--- config.mk ---
export PLATFORM = sky130hd
export DESIGN_NAME = softmute_ramp
export DESIGN_NICKNAME = d
export VERILOG_FILES = /design/src/rtl/softmute_ramp.sv
export SDC_FILE = /design/constraint.sdc
export NUM_CORES = 1
export LEC_CHECK = 0
export CORE_MARGIN = 2
export CORE_UTILIZATION = 35
export CTS_CLUSTER_DIAMETER = 60
export DETAILED_ROUTE_END_ITERATION = 16
export GPL_ROUTABILITY_DRIVEN = 1
export PLACE_DENSITY = 0.65
export RECOVER_POWER = 100
export SLEW_MARGIN = 30
export SYNTH_ARGS = -nofsm -noshare
export SYNTH_HDL_FRONTEND = slang
export SYNTH_SLANG_ARGS = --single-unit
export TNS_END_PERCENT = 50
--- constraint.sdc ---
create_clock -name clk -period 3.6 [get_ports clk]
set_input_delay 0.36 -clock clk [delete_from_list [all_inputs] [get_ports clk]]
set_output_delay 0.36 -clock clk [all_outputs]
set_load 0.05 [all_outputs]
--- src/rtl/softmute_ramp.sv ---
module softmute_ramp #(
  parameter int MAX_DB     = 110,
  parameter int BASE_DWELL = 15
) (
  input  logic       clk,
  input  logic       rst_n,
  input  logic       err_i,
  input  logic [1:0] rate_i,
  input  logic       tick_i,
  output logic [6:0] atten_o,
  output logic       muted_o,
  output logic       busy_o
);
  localparam int AW = $clog2(MAX_DB + 1);
  localparam int CW = $clog2(BASE_DWELL * 8 + 1);

  logic [AW-1:0] atten_q;
  logic [CW-1:0] cnt_q;
  logic          err_q;

  logic [CW-1:0] dwell;
  logic at_top, at_zero, flip, last;

  assign dwell   = CW'(BASE_DWELL) << rate_i;
  assign at_top  = atten_q == AW'(MAX_DB);
  assign at_zero = atten_q == '0;
  assign flip    = err_i != err_q;
  assign last    = cnt_q >= dwell - CW'(1);

  assign busy_o  = err_i ? !at_top : !at_zero;
  assign muted_o = at_top;
  assign atten_o = 7'(atten_q);

  always_ff @(posedge clk) begin
    if (!rst_n) begin
      atten_q <= '0;
      cnt_q   <= '0;
      err_q   <= 1'b0;
    end else begin
      err_q <= err_i;
      if (flip || !busy_o) begin
        cnt_q <= '0;
      end else if (tick_i) begin
        if (last) begin
          cnt_q   <= '0;
          atten_q <= err_i ? atten_q + AW'(1) : atten_q - AW'(1);
        end else begin
          cnt_q <= cnt_q + CW'(1);
        end
      end
    end
  end

  a_r3_ceiling: assert property (@(posedge clk) disable iff (!rst_n)
    int'(atten_o) <= MAX_DB);

  a_r5_unit_step: assert property (@(posedge clk) disable iff (!rst_n)
    (int'(atten_o) == int'($past(atten_o))) ||
    (int'(atten_o) == int'($past(atten_o)) + 1) ||
    (int'(atten_o) + 1 == int'($past(atten_o))));

  a_r5_tick_only: assert property (@(posedge clk) disable iff (!rst_n)
    (atten_o != $past(atten_o)) |-> $past(tick_i));

  a_r6_flip_holds: assert property (@(posedge clk) disable iff (!rst_n)
    (err_i != $past(err_i)) |=> $stable(atten_o));

  a_r7_idle_holds: assert property (@(posedge clk) disable iff (!rst_n)
    !busy_o |=> $stable(atten_o));

  a_r4_floor: assert property (@(posedge clk) disable iff (!rst_n)
    (!err_i && atten_o == 7'd0) |=> atten_o == 7'd0);
endmodule

==> impl_results.md <==
- Synth Area per Inst: between 8 and 9 um2
- Die height: 61.2 um
- Reg2Reg Depth: 6
- Resize count post-CTS: 0
- Die ar.: 0.00374 mm2
- Drt total wl: 2510 um
- Final Wtd Congestion: just under 0.8
- Setup TNS: 0 ns
- Final Critical Period: 2.76 ns
- Crit. End Element: output pin
- Layout Skew: roughly 0.009 ns
- Total global routing overflow: 0
- Worst EP arrival: between 2 and 2.5 ns
- Antenna diodes: 0
- Post-CTS setup buffers: 0
- Endpoints failing setup: 0
- Unique masters post-synth: 37
- Setup WS pre-CTS: 0.686 ns
- DRC viols: 0
- Share of layout cells above drive strength 1: 0.0395
- Worst hold margin: 0.507 ns
- Hold Crit Depth: 2
- Boundary Pins: 15
- Number of global-route vias before repair: 970
- Cell Area, Synth: 0.00114 mm2
- Area grow syn2layout: 17.4%
- RSZ-0062 raised after global routing: no
- Clock latency on the worst-skew pair: 0.29 ns
- Crit path required time: around 3.2 ns
- Worst-path clk slew: about 0.090 ns
- Root Buffer Master: clkbuf_4
- Vias per inst: 5.36
- # clock sinks: 15
- Num rows: 20
- Crit Path Max Fanout: 7
- Final Max Slew Viols: 0
- Post-synth ARST share: 0
- Final #Nets: about 170
- Width of the die: 61.2 um
- Pleak: 0.000545 uW
- First DRT Iteration DRCs: 30
- Outcome: completed
- Main flop type after synthesis: dfxtp_1
- First-pass GRT wire length: 4230 um
- CP startpoint kind: primary input
- Deepest level of the CTS H-tree: 1
- Yosys warns: 0
- Pin count of the biggest net entering global routing: 14
- Number of max-cap violations: 0
- Final HPWL DP: 1950 um
- I/O Buffers: 14
- Initial core utilization: 0.372
- Register area share after synthesis: 0.262
- EDFF count, synth: 0
- Fmax: 0.362 GHz
- Router iterations before antenna repair: 4
- Slew HR: 0.583
- Routed len/inst: 12.8 um
- CTS Buffer Depth: 2
- CTS tree: yes
- Kind of critical path: primary input to output pin
- Hold buffers post-CTS: 0
- Num CTS Buffers: 3
- Pwr Density: 231 mW/mm2
- Final WS setup: 0.837 ns
- Hold Vio Cnt, Final: 0
- Post-DRT Antenna Nets: 0
- Commonest non-fill, non-tap cell in the layout: dfxtp_1
- Mapped Cells: 138
- Tcrit/Tclk final: 0.767
- DR vias: 1050
- Antenna violations before repair: 0
- Most frequent cells in the layout: dfxtp_1, ha_1, nor2_1, dlygate4sd3_1, a21oi_1
- Synthesized flop and latch total: 15
- Synth Net Count: 158
- FILL cells: 309
- Hold WC Path Type: flip-flop to flip-flop
- Tot GR Track Use: 0.151
- Tot Pwr: between 300 and 400 uW
- Worst Max-Slew Pin Slew: about 0.62 ns
- Peak supply drop: 0.149 mV
- Core area: just over 0.003 mm2
power by group:
| group | total [uW] | internal [uW] | switching (uW) |
|---|---|---|---|
| clock network | 94.4 | 41.3 | 53.1 |
| registers | 168 | 167 | 0.781 |
| logic | 48.5 | 18.6 | 29.9 |
| total | 310 | 227 | 83.7 |
cell families (layout without fill, tap and decap cells):
| family | after synthesis | after routing | share of synthesized area |
|---|---|---|---|
| multiplexers | 1 | 1 | 0.00874 |
| buffers and inverters | 12 | 26 | 0.0470 |
| AO/OA/AOI/OAI | 35 | 35 | 0.193 |
| adder cells (fa/ha/maj) | 14 | 14 | 0.160 |
| AND/OR/NAND/NOR | 53 | 53 | 0.268 |
| XOR/XNOR | 8 | 8 | 0.0612 |
| flip-flops | 15 | 15 | 0.262 |
flip-flops by register name, indices dropped and copies added (netlist names):
signal	flops
cnt_q	7
err_q	1
atten_o	7
synth_stat cells, types with 2 or more instances:
master,count,area (um2)
nand2_1,9,33.8
clkbuf_1,2,7.51
xnor2_1,5,43.8
or4_1,3,22.5
nand4b_1,3,26.3
dfxtp_1,15,300
nor3b_1,4,30.0
nand4_1,6,37.5
ha_1,13,163
a211oi_1,3,22.5
inv_1,8,30.0
o211ai_1,2,15.0
xor2_1,3,26.3
o21ai_0,5,25.0
a21o_1,3,22.5
nand2b_1,2,12.5
nor4_1,3,18.8
nand3_1,3,15.0
nor2_1,11,41.3
a21oi_1,10,50.1
a31oi_1,4,25.0
o31ai_1,6,45.0
per-layer routing:
layer  track usage  share of wire  routed length, um  vias to the layer above
met5             0              0                  0                        -
met4        0.0528          0.014                 36                        0
met3        0.0420          0.043                107                        4
met2         0.231           0.44               1120                       22
met1         0.204           0.50               1250                      478
li1              -              -                  -                      546
layout make-up:
class | instances | area (um2) | share of cell area
clock inverters | 1 | 5.00 | 0.00372
flip-flops and latches | 15 | 300 | 0.223
clock buffers | 3 | 22.5 | 0.0168
inverters | 8 | 30.0 | 0.0223
repair buffers | 14 | 140 | 0.104
multi-input cells | 111 | 791 | 0.588
well taps | 44 | 55.1 | 0.0410
path summary, 6_finish.rpt:
kind	slack [ns]	startpoint	to
max	0.84	err_i	busy_o
min	0.51	atten_o[6]	atten_o[6]
max reg2reg	1.56	atten_o[0]	atten_o[6]
min reg2reg	0.51	atten_o[6]	atten_o[6]
through the flow:
stage	cell area [um2]	instances	utilization
after CTS	1340	196	0.437
after global routing	1340	196	0.437
after detailed placement	1320	192	0.428
after global placement	1320	192	0.428
after floorplan	1140	138	-
final	1340	196	0.437
worst max-delay path: stages:
cell and delay [ns]:
dlygate4sd3_1 0.64, or4_1 0.42, nor2_1 0.16, a21oi_1 0.05
dlygate4sd3_1 0.77
Power figures use the tool's default switching activity.
